### config.mk
export PLATFORM = sky130hd
export DESIGN_NAME = busmaster_dma_regs
export DESIGN_NICKNAME = d
export VERILOG_FILES = /design/src/rtl/bmr_pkg.sv /design/src/rtl/bmr_cmd_ctrl.sv /design/src/rtl/bmr_ptr_regs.sv /design/src/rtl/bmr_irq_stat.sv /design/src/rtl/busmaster_dma_regs.sv
export SDC_FILE = /design/constraint.sdc
export NUM_CORES = 1
export LEC_CHECK = 0
export ABC_CLOCK_PERIOD_IN_PS = 2370
export BUFFER_PORTS_ARGS = -buffer_cell sky130_fd_sc_hd__buf_2
export CAP_MARGIN = 15
export CORE_MARGIN = 4
export CORE_UTILIZATION = 54
export DETAILED_ROUTE_END_ITERATION = 8
export GPL_TIMING_DRIVEN = 1
export HOLD_SLACK_MARGIN = 0.15
export PLACE_DENSITY = 0.91
export REMOVE_ABC_BUFFERS = 1
export SLEW_MARGIN = 10
export SYNTH_ARGS = -nofsm -noshare
export SYNTH_HDL_FRONTEND = slang
export SYNTH_SLANG_ARGS = --single-unit
### constraint.sdc
create_clock -name clk -period 2.37 [get_ports clk]
set_input_delay 0.474 -clock clk [delete_from_list [all_inputs] [get_ports clk]]
set_output_delay 0.474 -clock clk [all_outputs]
set_load 0.02 [all_outputs]
### src/rtl/bmr_pkg.sv
package bmr_pkg;
  localparam int CMD_START_BIT = 0;
  localparam int CMD_DIR_BIT   = 3;
  localparam logic [7:0] CMD_KEEP_MASK = 8'h09;
  localparam int ST_ACT_BIT = 0;
  localparam int ST_ERR_BIT = 1;
  localparam int ST_INT_BIT = 2;
  localparam int CMD_BYTE  = 0;
  localparam int STAT_BYTE = 2;

  typedef struct packed {
    logic irq;
    logic err;
    logic act;
  } stat_t;

  function automatic logic [7:0] cmd_keep(input logic [7:0] v);
    return v & CMD_KEEP_MASK;
  endfunction

  function automatic logic [7:0] stat_byte(input stat_t s);
    return {5'b0, s};
  endfunction
endpackage

### src/rtl/bmr_cmd_ctrl.sv
module bmr_cmd_ctrl
  import bmr_pkg::*;
(
  input  logic       clk,
  input  logic       rst_n,
  input  logic       cmd_we,
  input  logic [7:0] cmd_wbyte,
  input  logic       eng_done,
  input  logic       eng_more,
  output logic [7:0] cmd_q,
  output logic       active_q,
  output logic       start_q,
  output logic       cancel_q,
  output logic       reload
);
  logic start_rise, start_fall, act_nx;

  always_comb begin
    start_rise = cmd_we &  cmd_wbyte[CMD_START_BIT] & ~cmd_q[CMD_START_BIT];
    start_fall = cmd_we & ~cmd_wbyte[CMD_START_BIT] &  cmd_q[CMD_START_BIT];
    reload     = start_rise;
    act_nx     = active_q;
    if (eng_done)   act_nx = eng_more;
    if (start_rise && !active_q) act_nx = 1'b1;
    if (start_fall) act_nx = 1'b0;
  end

  always_ff @(posedge clk or negedge rst_n) begin
    if (!rst_n) begin
      cmd_q    <= '0;
      active_q <= 1'b0;
      start_q  <= 1'b0;
      cancel_q <= 1'b1;
    end else begin
      if (cmd_we) cmd_q <= cmd_keep(cmd_wbyte);
      active_q <= act_nx;
      start_q  <= start_rise & ~active_q;
      cancel_q <= start_fall;
    end
  end

  AST_START_SINGLE: assert property (@(posedge clk) disable iff (!rst_n)
    start_q |=> !start_q);
  AST_START_ACTIVE: assert property (@(posedge clk) disable iff (!rst_n)
    start_q |-> active_q);
  AST_CANCEL_IDLE: assert property (@(posedge clk) disable iff (!rst_n)
    cancel_q |-> (!active_q && !start_q));
  AST_CMD_RSVD_ZERO: assert property (@(posedge clk) disable iff (!rst_n)
    (cmd_q & ~CMD_KEEP_MASK) == 8'h00);
  AST_SAME_START_QUIET: assert property (@(posedge clk) disable iff (!rst_n)
    (cmd_we && (cmd_wbyte[CMD_START_BIT] == cmd_q[CMD_START_BIT]) && !eng_done)
      |=> (!start_q && !cancel_q && active_q == $past(active_q)));
endmodule

### src/rtl/bmr_ptr_regs.sv
module bmr_ptr_regs #(
  parameter int PTR_W      = 32,
  parameter int DESC_BYTES = 8
) (
  input  logic               clk,
  input  logic               rst_n,
  input  logic               base_we,
  input  logic [PTR_W/8-1:0] base_be,
  input  logic [PTR_W-1:0]   base_wdata,
  input  logic               reload,
  input  logic               advance,
  output logic [PTR_W-1:0]   base_q,
  output logic [PTR_W-1:0]   cur_q
);
  localparam int LANES = PTR_W / 8;

  function automatic logic [PTR_W-1:0] next_desc(input logic [PTR_W-1:0] p);
    return p + PTR_W'(DESC_BYTES);
  endfunction

  for (genvar i = 0; i < LANES; i++) begin : g_lane
    always_ff @(posedge clk or negedge rst_n) begin
      if (!rst_n) begin
        base_q[8*i +: 8] <= '0;
      end else if (base_we && base_be[i]) begin
        if (i == 0) base_q[8*i +: 8] <= base_wdata[8*i +: 8] & 8'hFC;
        else        base_q[8*i +: 8] <= base_wdata[8*i +: 8];
      end
    end
  end

  always_ff @(posedge clk or negedge rst_n) begin
    if (!rst_n)       cur_q <= '0;
    else if (reload)  cur_q <= base_q;
    else if (advance) cur_q <= next_desc(cur_q);
  end

  AST_RELOAD_OLD_BASE: assert property (@(posedge clk) disable iff (!rst_n)
    reload |=> cur_q == $past(base_q));
  AST_BASE_ALIGNED: assert property (@(posedge clk) disable iff (!rst_n)
    base_we |=> base_q[1:0] == 2'b00);
  AST_ADVANCE_STEP: assert property (@(posedge clk) disable iff (!rst_n)
    (advance && !reload) |=> cur_q == $past(cur_q) + PTR_W'(DESC_BYTES));
endmodule

### src/rtl/bmr_irq_stat.sv
module bmr_irq_stat
  import bmr_pkg::*;
(
  input  logic       clk,
  input  logic       rst_n,
  input  logic       drv_irq,
  input  logic       eng_err,
  input  logic       stat_we,
  input  logic [7:0] stat_wbyte,
  output logic       irq_out,
  output logic       int_q,
  output logic       err_q
);
  logic drv_q, irq_rise, clr_int, clr_err;

  always_comb begin
    irq_out  = drv_irq;
    irq_rise = drv_irq & ~drv_q;
    clr_int  = stat_we & stat_wbyte[ST_INT_BIT];
    clr_err  = stat_we & stat_wbyte[ST_ERR_BIT];
  end

  always_ff @(posedge clk or negedge rst_n) begin
    if (!rst_n) begin
      drv_q <= 1'b0;
      int_q <= 1'b0;
      err_q <= 1'b0;
    end else begin
      drv_q <= drv_irq;
      int_q <= irq_rise | (int_q & ~clr_int);
      err_q <= eng_err  | (err_q & ~clr_err);
    end
  end

  AST_INT_ON_RISE: assert property (@(posedge clk) disable iff (!rst_n)
    irq_rise |=> int_q);
  AST_INT_W1C: assert property (@(posedge clk) disable iff (!rst_n)
    (clr_int && !irq_rise) |=> !int_q);
  AST_ERR_ON_EVENT: assert property (@(posedge clk) disable iff (!rst_n)
    eng_err |=> err_q);
endmodule

### src/rtl/busmaster_dma_regs.sv
module busmaster_dma_regs
  import bmr_pkg::*;
#(
  parameter int PTR_W      = 32,
  parameter int DESC_BYTES = 8
) (
  input  logic               clk,
  input  logic               rst_n,
  input  logic               reg_sel,
  input  logic               reg_we,
  input  logic [3:0]         reg_be,
  input  logic [31:0]        reg_wdata,
  output logic [31:0]        reg_rdata,
  input  logic               drv_irq,
  output logic               irq_out,
  output logic               eng_start,
  output logic               eng_cancel,
  input  logic               eng_done,
  input  logic               eng_more,
  input  logic               eng_next,
  input  logic               eng_err,
  output logic               eng_dir,
  output logic [PTR_W-1:0]   cur_desc_ptr
);
  logic       cmd_we, stat_we, base_we, reload, active_q, int_q, err_q;
  logic [7:0] cmd_q;
  logic [PTR_W-1:0] base_q;
  stat_t      st;

  always_comb begin
    cmd_we  = reg_we & ~reg_sel & reg_be[CMD_BYTE];
    stat_we = reg_we & ~reg_sel & reg_be[STAT_BYTE];
    base_we = reg_we &  reg_sel;
    st      = '{irq: int_q, err: err_q, act: active_q};
    if (reg_sel) reg_rdata = base_q;
    else         reg_rdata = {8'h00, stat_byte(st), 8'h00, cmd_q};
    eng_dir = cmd_q[CMD_DIR_BIT];
  end

  bmr_cmd_ctrl u_cmd (
    .clk(clk), .rst_n(rst_n), .cmd_we(cmd_we), .cmd_wbyte(reg_wdata[7:0]),
    .eng_done(eng_done), .eng_more(eng_more), .cmd_q(cmd_q),
    .active_q(active_q), .start_q(eng_start), .cancel_q(eng_cancel),
    .reload(reload)
  );

  bmr_ptr_regs #(.PTR_W(PTR_W), .DESC_BYTES(DESC_BYTES)) u_ptr (
    .clk(clk), .rst_n(rst_n), .base_we(base_we), .base_be(reg_be),
    .base_wdata(reg_wdata), .reload(reload), .advance(eng_next),
    .base_q(base_q), .cur_q(cur_desc_ptr)
  );

  bmr_irq_stat u_irq (
    .clk(clk), .rst_n(rst_n), .drv_irq(drv_irq), .eng_err(eng_err),
    .stat_we(stat_we), .stat_wbyte(reg_wdata[23:16]), .irq_out(irq_out),
    .int_q(int_q), .err_q(err_q)
  );

  AST_DIR_TRACKS: assert property (@(posedge clk) disable iff (!rst_n)
    cmd_we |=> eng_dir == $past(reg_wdata[CMD_DIR_BIT]));
endmodule

**After elaboration in Yosys (flattened, before gate mapping)**

Index checks and enable logic that the tools add are counted.

- Flip-flop bits (word level): 70
- Input bits: 45
- Output and inout port bits: 68
- Word-level logic and storage cells: 50

- Add/subtract/negate cells: 1
- Multiplexer cells: 6
- Bitwise gates (word level): 23
- Reduce and logical (&&, ||, !) cells: 8

Operators with widths:

| operator | number |
|---|---|
| $mux 32 | 3 |
| $add 32x4->32 const B | 1 |
| $and 1x1->1 | 14 |
| $not 1->1 | 7 |
| $logic_and 1x1->1 | 5 |
| $mux 1 | 3 |
| $reduce_bool 3->1 | 1 |
| $or 1x1->1 | 2 |
| $reduce_bool 2->1 | 1 |
| $logic_not 1->1 | 1 |

**Depth between registers and ports, before layout**

- Depth in word-level cells: 8
- Gate-level depth with buffers: 8
- Mapped depth without buffers: 6

**Cells and area by module**

Synthesis repeated with hierarchy kept, for this count alone.

- Cell total of the unflattened synthesis: 331
- Area total of the unflattened synthesis: 3574.7 um^2

Modules (own cells, without submodules):

| module | instances | cells each | area an instance (um^2) | sequential area each (um^2) |
|---|---|---|---|---|
| bmr_ptr_regs | 1 | 262 | 2870.3 | 1501.4 |
| busmaster_dma_regs | 1 | 39 | 345.3 | 0.0 |
| bmr_cmd_ctrl | 1 | 21 | 249.0 | 126.4 |
| bmr_irq_stat | 1 | 9 | 110.1 | 75.1 |

**Worst setup path before layout**

No wires, ideal clock.

- Path type: in2out
- Start point: input port reg_sel
- End point: output port reg_rdata[16]
- Arrival time: 1.292 ns
- Data required time: 1.896 ns
- Slack: 0.604 ns
- Cell stages on the path: 3
- Buffers on the path: 2
- Cell sequence: buf_2 -> clkbuf_1 -> mux2_2

- Word-level cells in the longest chain between the ends: 1

RTL lines:

| element | RTL line | RTL |
|---|---|---|
| from (decl) | busmaster_dma_regs.sv:9 | `input logic reg_sel,` |
| $mux 32 | busmaster_dma_regs.sv:35 | `if (reg_sel) reg_rdata = base_q;` |
| to (decl) | busmaster_dma_regs.sv:13 | `output logic [31:0] reg_rdata,` |

No other way between the ends.

**Worst setup path after layout**

- Start point: input port reg_sel
- End point: output port reg_rdata[15]

The elaborated chain is that of the path after synthesis.

==> results summary <==
The final layout net count came out at 466. The part of the Yosys area used for sequential elements is 0.507. Synthesis instantiated 38 different standard cells from the library. The core area is 5990 sq um. CTS built an H-tree with a depth of 3. The cell depth of the worst hold path is 1. The hold violation count in the final report came out at 0.

The tool flagged a number of max-cap violations equal to 0. The register-to-register setup slack is 0.56 ns. The number of nets with antenna violations after detailed routing is 0.

In the finished design, the share of the clock period the worst path needs comes to 0.806. The classification of the worst setup path is in2out. TritonCTS built the clock tree. Dividing the synthesized area by the synthesized cell count gives 10.9 sq um. The initial utilization of the core area, before any placement, comes to 0.561.

Using the TritonRoute via totals, the vias-per-cell ratio works out to 5.40. The via count of the first global-routing pass came out at 2772. The number of antenna cells inserted is 0. The number of failing setup endpoints in the final timing report is 0. In this run the core area contains 28 standard-cell rows. After clock tree synthesis, the repair step resized 0 gates. At the later pin of the worst-skew pair, clock insertion delay measures 0.34 ns. In this run the tool buffered the top-level ports with 108 buffer cells. The gate count after technology mapping came out at 307.

Of the cells placed in the final design, the portion with a size suffix greater than 1 is 0.431. The total of flip-flops plus latches after synthesis is 68. The count of final max-slew check failures came out at 0. The filler cell count in the final layout is 473. The top-level I/O count came out at 113. In this run the worst setup path begins at reg_sel. The worst reg2reg path depth is 5. The endpoint required time on the critical path came out at 1.90 ns. The static power due to leakage is 1.95 nW. Once detailed placement completed, the half-perimeter wirelength came to 5890 um. The first detailed-routing pass ran for 4 iterations.

The mean routed wirelength per cell is 16.3 um. The worst setup skew after layout came out at 0.00872 ns. The CTS sink count came out at 68.

The mapped cell area came out at 3360 sq um. The longest clock path from root to sink contains 2 buffers. The total track usage came out at 0.229. The DRC violation count after routing came out at 0.

Setup repair after global routing left no endpoint under its margin. Yosys printed 0 warnings. The chip height came out at 86.9 um. The clock-pin slew reported for the worst setup and hold paths after clock tree synthesis came out at 0.06 ns. The top fanout value on the critical path is 23.

The die outline area came out at 7540 sq um. The worst vdd rail ir drop came out at 571 uV. The routed layout has 2700 vias. The fmax came out at 523 MHz. The endpoint identified for the worst register-to-register timing path is u_ptr.cur_q[22]$_DFFE_PN0P_.

The number of antenna violations at the first check in global routing is 0. The largest net degree at the start of global routing came out at 48. The final design area excluding fillers came out at 4180 sq um.

The power density over cell area came out at 967 nW/um^2. The last element of the critical path is reg_rdata[15]. The clock period minus worst slack came out at 1.91 ns. The flow ran to the end, and the final reports show no timing, DRC or antenna violations. The tree is rooted in a sky130_fd_sc_hd__clkbuf_8. The initial detailed-routing violation count is 83. The accumulated negative setup slack is 0 ns.

The layout-stage area growth over the synthesis result came out at 24.6%. STA classifies the critical path endpoint as a primary output. In this run the cell area measured after placement is 3990 sq um. Wires add up to 8150 um. Counting the buffers created by CTS gives 9. The global-route wire length before repair came out at 13200 um. The worst register-to-register path begins at u_ptr.cur_q[15]$_DFFE_PN0P_. The die is 86.9 um wide. The path class of the tightest hold or removal check is in2reg. At the end of routability-driven placement, the weighted congestion stood at 0.782. The total grt overflow came out at 0. The arrival time of data at the critical path endpoint came out at 1.44 ns.

The slew at the pin closest to its max-slew limit is 0.590 ns. The worst relative slew slack is 0.604. The worst setup path is launched from an input pin.
stage by stage:
step | hold WS (ns) | util | power (mW) | instances | setup WS [ns]
2_1_floorplan | 0.178 | - | 2.64 | 295 | 0.0678
3_3_place_gp | 0.406 | 0.665 | 3.10 | 483 | 0.393
3_5_place_dp | 0.426 | 0.665 | 3.18 | 483 | 0.353
4_1_cts | 0.264 | 0.698 | 4.07 | 500 | 0.487
5_1_grt | 0.257 | 0.698 | 4.29 | 500 | 0.377
6_report | 0.274 | 0.698 | 4.05 | 500 | 0.459
area by class of cell:
class	count	area, sq um	area share
Sequential cell	68	1700	0.407
Multi-Input combinational cell	226	1580	0.378
Timing Repair Buffer	114	613	0.147
Clock buffer	12	165	0.0395
Tap cell	75	93.8	0.0224
Clock inverter	4	22.5	0.00538
Inverter	1	3.75	0.000897
flip-flops by register name, summed over array words and instances, names as in the netlist:
| register | count |
|---|---|
| u_irq.int_q | 1 |
| u_cmd.active_q | 1 |
| u_irq.drv_q | 1 |
| u_cmd.cancel_q | 1 |
| u_irq.err_q | 1 |
| u_ptr.base_q | 30 |
| u_cmd.cmd_q | 2 |
| u_ptr.cur_q | 30 |
| u_cmd.start_q | 1 |
critical path, stage by stage:
cell,delay [ns]
sky130_fd_sc_hd__buf_2,0.34
sky130_fd_sc_hd__buf_4,0.28
sky130_fd_sc_hd__and2_1,0.16
sky130_fd_sc_hd__buf_2,0.17
metal layers:
metal  wire length [um]  GRT usage
met5                  0          0
met4                143     0.0992
met3                483     0.0520
met2               4180      0.393
met1               3340      0.276
where the power goes:
group | internal [mW] | leakage (nW) | switching, mW
sequential | 1.47 | 0.814 | 0.365
clock | 0.460 | 0.0982 | 0.429
combinational | 0.550 | 1.04 | 0.771
cell usage after synthesis (all sizes together):
| library cell | number | share of area |
|---|---|---|
| nand4 | 7 | 0.018 |
| and4 | 3 | 0.0086 |
| inv | 1 | 0.0011 |
| xnor2 | 10 | 0.026 |
| dfrtp | 67 | 0.50 |
| a211oi | 1 | 0.0022 |
| nand2 | 33 | 0.037 |
| o21ai | 20 | 0.031 |
| nand3 | 18 | 0.032 |
| mux2 | 36 | 0.12 |
| mux2i | 1 | 0.0030 |
| nor3b | 3 | 0.0097 |
| and3 | 8 | 0.016 |
| xor2 | 18 | 0.047 |
| dfstp | 1 | 0.0078 |
| or4 | 1 | 0.0034 |
| conb | 1 | 0.0011 |
| clkbuf | 7 | 0.011 |
| nor3 | 4 | 0.014 |
| ha | 1 | 0.0037 |
| nor2 | 18 | 0.020 |
| a21o | 1 | 0.0022 |
| nor2b | 3 | 0.0056 |
| a21oi | 10 | 0.015 |
| and2 | 26 | 0.048 |
| buf | 7 | 0.014 |
| nand4b | 1 | 0.0026 |
logic make-up after synthesis:
| kind of cell | share of synthesized area |
|---|---|
| compound gates | 0.0503 |
| fa+ha+maj | 0.00373 |
| other cells | 0.00112 |
| xor+xnor | 0.0730 |
| mux | 0.124 |
| simple gates | 0.215 |
| buf+inv | 0.0261 |
| flops | 0.507 |
cells in the final DEF (no fill, tap or decap), types with 2 or more instances in the layout:
master / n
sky130_fd_sc_hd__o21ai_0: 18
sky130_fd_sc_hd__and2_1: 26
sky130_fd_sc_hd__nor2_1: 18
sky130_fd_sc_hd__buf_4: 3
sky130_fd_sc_hd__and4_2: 2
sky130_fd_sc_hd__buf_2: 108
sky130_fd_sc_hd__and3_1: 4
sky130_fd_sc_hd__xnor2_1: 10
sky130_fd_sc_hd__dfrtp_1: 67
sky130_fd_sc_hd__buf_12: 2
sky130_fd_sc_hd__conb_1: 3
sky130_fd_sc_hd__nand3_1: 16
sky130_fd_sc_hd__nor3_2: 3
sky130_fd_sc_hd__and3_2: 4
sky130_fd_sc_hd__xor2_1: 18
sky130_fd_sc_hd__nand2_1: 33
sky130_fd_sc_hd__nand4_1: 6
sky130_fd_sc_hd__clkbuf_8: 12
sky130_fd_sc_hd__clkinv_2: 3
sky130_fd_sc_hd__mux2_2: 36
sky130_fd_sc_hd__nor2b_1: 3
sky130_fd_sc_hd__a21oi_1: 10
worst min path at each step:
stage                           from                          to  slack [ns]
5_1_grt                      drv_irq       u_irq.drv_q$_DFF_PN0_        0.26
3_5_place_dp   u_irq.drv_q$_DFF_PN0_       u_irq.int_q$_DFF_PN0_        0.43
3_3_place_gp   u_irq.drv_q$_DFF_PN0_       u_irq.int_q$_DFF_PN0_        0.41
6_report                     drv_irq       u_irq.drv_q$_DFF_PN0_        0.27
2_1_floorplan                  rst_n  u_cmd.active_q$_DFFE_PN0P_        0.18
4_1_cts                      drv_irq       u_irq.drv_q$_DFF_PN0_        0.26
what timing repair did:
action	CTS	global route
hold buffers	1	0
endpoints found under the hold margin	20	0
setup buffers	0	0
Power figures use the tool's default switching activity.
